==> config.mk <==
export PLATFORM = sky130hd
export DESIGN_NAME = cla16_two_level
export DESIGN_NICKNAME = d
export VERILOG_FILES = /design/src/rtl/cla16_two_level.sv
export SDC_FILE = /design/constraint.sdc
export NUM_CORES = 1
export LEC_CHECK = 0
export ABC_AREA = 1
export ABC_CLOCK_PERIOD_IN_PS = 2009
export BUFFER_PORTS_ARGS = -buffer_cell sky130_fd_sc_hd__buf_2
export CAP_MARGIN = 20
export CORE_ASPECT_RATIO = 1.2
export CORE_UTILIZATION = 50
export DETAILED_ROUTE_END_ITERATION = 12
export PLACE_DENSITY = 0.95
export SYNTH_ARGS = -nofsm -noshare
export SYNTH_HDL_FRONTEND = slang
export SYNTH_SLANG_ARGS = --single-unit
==> constraint.sdc <==
create_clock -name vclk -period 2.01
set_input_delay 0 -clock vclk [all_inputs]
set_output_delay 0 -clock vclk [all_outputs]
set_load 0.005 [all_outputs]
==> src/rtl/cla16_two_level.sv <==
`timescale 1ns/1ps
module cla16_two_level #(
  parameter int W  = 16,
  parameter int SW = 4
) (
  input  logic [W-1:0] a,
  input  logic [W-1:0] b,
  input  logic         cin,
  output logic [W-1:0] sum,
  output logic         cout,
  output logic         blk_p,
  output logic         blk_g
);
  localparam int NS = W / SW;

  logic [W-1:0]  p, g, c;
  logic [NS-1:0] gp, gg;
  logic [NS:0]   gc;

  assign p = a ^ b;
  assign g = a & b;

  for (genvar k = 0; k < NS; k++) begin : g_slice
    localparam int B = k * SW;
    assign c[B]   = gc[k];
    assign c[B+1] = g[B] | (p[B] & gc[k]);
    assign c[B+2] = g[B+1] | (p[B+1] & g[B]) | (p[B+1] & p[B] & gc[k]);
    assign c[B+3] = g[B+2] | (p[B+2] & g[B+1]) | (p[B+2] & p[B+1] & g[B])
                  | (p[B+2] & p[B+1] & p[B] & gc[k]);
    assign gp[k]  = &p[B +: SW];
    assign gg[k]  = g[B+3] | (p[B+3] & g[B+2]) | (p[B+3] & p[B+2] & g[B+1])
                  | (p[B+3] & p[B+2] & p[B+1] & g[B]);
  end

  assign gc[0] = cin;
  assign gc[1] = gg[0] | (gp[0] & cin);
  assign gc[2] = gg[1] | (gp[1] & gg[0]) | (gp[1] & gp[0] & cin);
  assign gc[3] = gg[2] | (gp[2] & gg[1]) | (gp[2] & gp[1] & gg[0])
               | (gp[2] & gp[1] & gp[0] & cin);

  assign blk_p = &gp;
  assign blk_g = gg[3] | (gp[3] & gg[2]) | (gp[3] & gp[2] & gg[1])
               | (gp[3] & gp[2] & gp[1] & gg[0]);
  assign gc[4] = blk_g | (blk_p & cin);

  assign sum  = p ^ c;
  assign cout = gc[NS];

  always_comb begin
    logic [W:0] ref_full, ref_nocin, mask, part;
    ref_full  = {1'b0, a} + {1'b0, b} + {{W{1'b0}}, cin};
    ref_nocin = {1'b0, a} + {1'b0, b};
    p_sum_r1: assert ({cout, sum} == ref_full)
      else $error("R1 sum mismatch");
    for (int k = 1; k < NS; k++) begin
      mask = ({{W{1'b0}}, 1'b1} << (k * SW)) - 1'b1;
      part = ({1'b0, a} & mask) + ({1'b0, b} & mask) + {{W{1'b0}}, cin};
      p_slice_carry_r3: assert (gc[k] == part[k*SW])
        else $error("R3 slice carry mismatch");
    end
    p_blk_prop_r4: assert (blk_p == (&(a ^ b)))
      else $error("R4 block propagate mismatch");
    p_blk_gen_r5: assert (blk_g == ref_nocin[W])
      else $error("R5 block generate mismatch");
    p_cout_r6: assert (cout == (ref_nocin[W] | ((&(a ^ b)) & cin)))
      else $error("R6 carry-out relation mismatch");
  end
endmodule

=== Word-level counts from Yosys, hierarchy flattened ===
Cells that the tools add are included.

* Register bits: 0
* Input bits: 33
* Output and inout bits: 19
* Logic and storage cells: 125

* Reductions and logical operators: 5
* Bitwise operators: 120

{| class="wikitable"
|+ Operator list
! kind !! number
|-
| AND 1 bit || 71
|-
| bitwise OR 1 bit || 46
|-
| bitwise XOR 16 bit || 2
|-
| AND 16 bit || 1
|-
| AND reduction 16 bit || 1
|-
| AND reduction 4 bit || 4
|}

=== Depth between registers and ports, before layout ===
* Word-level depth: 12
* Gate-level depth with buffers: 11
* Mapped depth without buffers: 11

=== Worst setup path before layout ===
No wires, ideal clock.

* Path type: input to output
* Start: input port a[6]
* End: output port sum[13]
* Arrival time: 1.390 ns
* Path buffers: 0
* Data required time: 2.010 ns
* Cell stages on the path: 9
* Setup slack: 0.620 ns
* Path through: ha_1 > nand2_2 > inv_2 > nand2_1 > nand2_2 > a21oi_2 > nand2_2 > fa_1 > xor2_1

* Cells in the longest elaborated chain, start to end: 12
* Elaborated cells between the ends (all ways): 22
* Those cells by class: bitwise: 21; reduce/logical: 1

{| class="wikitable"
|+ Ends and longest elaborated chain
! what !! RTL line !! source
|-
| start, declared || 6 || <nowiki>input logic [W-1:0] a,</nowiki>
|-
| AND 16 bit or bitwise XOR 16 bit (tied branches) || 21, 20 ||
|-
| AND 1 bit, on equally long branches || 31, 32 ||
|-
| bitwise OR 1 bit, or another cell as far along || 31 || <nowiki>assign gg[k] = g[B+3] | (p[B+3] & g[B+2]) | (p[B+3] & p[B+2] & g[B+1])</nowiki>
|-
| bitwise OR 1 bit or AND 1 bit (tied branches) || 31, 32 ||
|-
| bitwise OR 1 bit || 32 || <nowiki>| (p[B+3] & p[B+2] & p[B+1] & g[B]);</nowiki>
|-
| AND 1 bit || 38 || <nowiki>assign gc[3] = gg[2] | (gp[2] & gg[1]) | (gp[2] & gp[1] & gg[0])</nowiki>
|-
| bitwise OR 1 bit (2 in a row) || 38 ||
|-
| bitwise OR 1 bit (*) || 39 || <nowiki>| (gp[2] & gp[1] & gp[0] & cin);</nowiki>
|-
| AND 1 bit (*) || 26 || <nowiki>assign c[B+1] = g[B] | (p[B] & gc[k]);</nowiki>
|-
| bitwise OR 1 bit (*) || 26 ||
|-
| bitwise XOR 16 bit (*) || 46 || <nowiki>assign sum = p ^ c;</nowiki>
|-
| end, declared || 9 || <nowiki>output logic [W-1:0] sum,</nowiki>
|}

Mark *: on every way between the ends. The rest lies on a longest branch, timed or not.

=== Worst setup path after layout ===
Ends and elaborated chain as after synthesis.

==> summary.md <==
| Metric | Value |
|---|---|
| Gp weighted congestion | 0.786 |
| Post-CTS Hold Buffers | 0 |
| Remaining global-route overflow | 0 |
| Worst Path Max Fanout | 4 |
| Worst Tran Pin Value | 0.365 ns |
| Post-synth top area share | 23.4% |
| Vertical die dimension | 47.4 um |
| Post-route ant nets | 0 |
| Max_slew headroom | 75.7% |
| Worst path required time | 2.01 ns |
| DR vias | 1,040 |
| Fraction of layout cells with a size suffix above 1 | 35.6% |
| Antenna Diode Count | 0 |
| Reg area | 0 um2 |
| Rows | 16 |
| Slowest CP cell | fa_1 |
| Max-cap viol count | 0 |
| Synthesized net count | 189 |
| First-pass GRT wire length | 3.15 mm |
| Most frequent CP cell | nand2_2 |
| Die area | 1880 um2 |
| CORE AREA | 1620 um2 |
| Seq/Total Area, Yosys | 0% |
| Met3 global-route usage | 0% |
| Final hold vios | 0 |
| Max-slew violations | 0 |
| Top post-synthesis cells by count | nand2_1, inv_1, ha_1 |
| Crit path cell chain | buf_2 -> ha_1 -> nand2_2 -> inv_2 -> nand2_1 -> nand2_2 -> a21oi_2 -> nand2_2 -> fa_1 -> xor2_1 -> buf_2 |
| Unrepaired setup endpoints after global routing | no |
| IO Pins | 52 |
| # resized after CTS | 0 |
| Die X | 39.8 um |
| Critical path class | in2out |
| VDD IR max | 171 uV |
| Number of global-route vias before repair | 942 |
| Clock buf count | 0 |
| Initial Utilization | 52.9% |
| Synth Area in Compound Gates | 9.34% |
| Largest net degree at the start of global routing | 6 |
| Hold Crit Class | in2out |
| Leakage Power | 0.748 nW |
| Cell Pwr Density | 310 nW/um2 |
| Synth area leaders | ha_1, nand2_1, inv_1 |
| Max Clock Freq | 556 MHz |
| DR WL/cell | 10.3 um |
| Nets | 243 |
| I/O Buffers | 52 |
| Routed WL | 2.11 mm |
| Multiplexer area fraction after synthesis | 0% |
| Setup slack after layout | 0.211 ns |
| FF+latch count | 0 |
| GR Util All Layers | 23.0% |
| Main combinational cell family by area after synthesis | simple AND/OR/NAND/NOR gates |
| Adder-Cell Fraction of Synth Area | 32.7% |
| Via density | 5.05 |
| Data arrival, critical path | 1.80 ns |
| Most numerous cell in the Yosys netlist | nand2_1 |
| Startpoint Class | input port |
| Post-CTS setup buffers | 0 |
| Crit path capture type | primary output |
| Met1 GRT Util | 20.1% |
| Synthesized instance count | 136 |
| Outcome | complete, no violations |
| Min Tclk post-route | 1.80 ns |
| DP Wirelength | 2.00 mm |
| Final setup TNS | 0 ns |
| Drt first-iter violations | 11 |
| Pre-CTS setup slack | 0.205 ns |
| Cell taking the most area after synthesis | ha_1 |
| Synthesized cell area | 857 um2 |
| Initial antenna violation count | 0 |
| Met2 Use GR | 53.8% |
| Unique cell type count in the Yosys netlist | 19 |
| Synth Area in XOR/XNOR | 7.15% |
| Period utilization | 89.5% |
| Simple-gate share of the synthesized area | 39.4% |
| GR peak layer | met2 |
| Area growth syn-to-layout | 33.0% |
| Syn. warnings | 0 |
| Syn_area_per_cell | 6.30 um2 |
| DRC violations left | 0 |
| Crit-path max cell delay | 0.41 ns |
| Router iterations before antenna repair | 4 |
| Endpoints failing setup | 0 |
-- cells by family (layout without fill, tap and decap cells) --
kind of cell    count (synthesis)  count (layout)
simple gates                   71              71
buf+inv                        26              78
fa+ha+maj                      20              20
compound gates                 12              12
xor+xnor                        7               7
-- final timing paths --
path / startpoint / to / slack (ns) / cells past startpoint
min: b[12] / sum[12] / 0.36 / 3
max: a[6] / sum[13] / 0.21 / 11
-- final cells by class --
class	count	area [um2]
multi-input combinational	110	759
fill	139	482
inverter	26	97.6
tap	18	22.5
timing repair buffer	52	260
-- critical path, delay by kind of cell --
| family | cells | cell delay [ns] |
|---|---|---|
| compound gates | 1 | 0.14 |
| xor+xnor | 1 | 0.21 |
| fa+ha+maj | 2 | 0.77 |
| buf+inv | 3 | 0.28 |
| simple gates | 4 | 0.41 |
-- cell usage in the layout, fill, tap and decap left out, drive strengths merged --
master,Yosys,layout
inv,26,26
nor3,2,2
a221oi,2,2
nand2,52,52
ha,16,16
fa,4,4
xnor2,2,2
buf,0,52
o21bai,2,2
a21oi,8,8
xor2,5,5
nand3,12,12
and3,1,1
nor2,4,4
-- power breakdown --
part	switching, mW	internal (mW)
Clock	0	0
Combinational	0.192	0.161
Sequential	0	0
-- stage by stage --
step           total power, mW  utilization [%]  cells  instance area [um2]  hold slack, ns
2_1_floorplan            0.218                -    136                  857           0.113
3_3_place_gp             0.334             70.3    206                 1140           0.348
3_5_place_dp             0.354             70.3    206                 1140           0.360
4_1_cts                  0.356             70.3    206                 1140           0.363
5_1_grt                  0.401             70.3    206                 1140           0.391
6_report                 0.353             70.3    206                 1140           0.360
-- routing by layer --
layer  wire length [um]  share of wire (%)
met4                 30                1.4
met3                 74                3.5
met2               1250                 59
met5                  0                  0
met1                761                 36
Power figures use the tool's default switching activity.
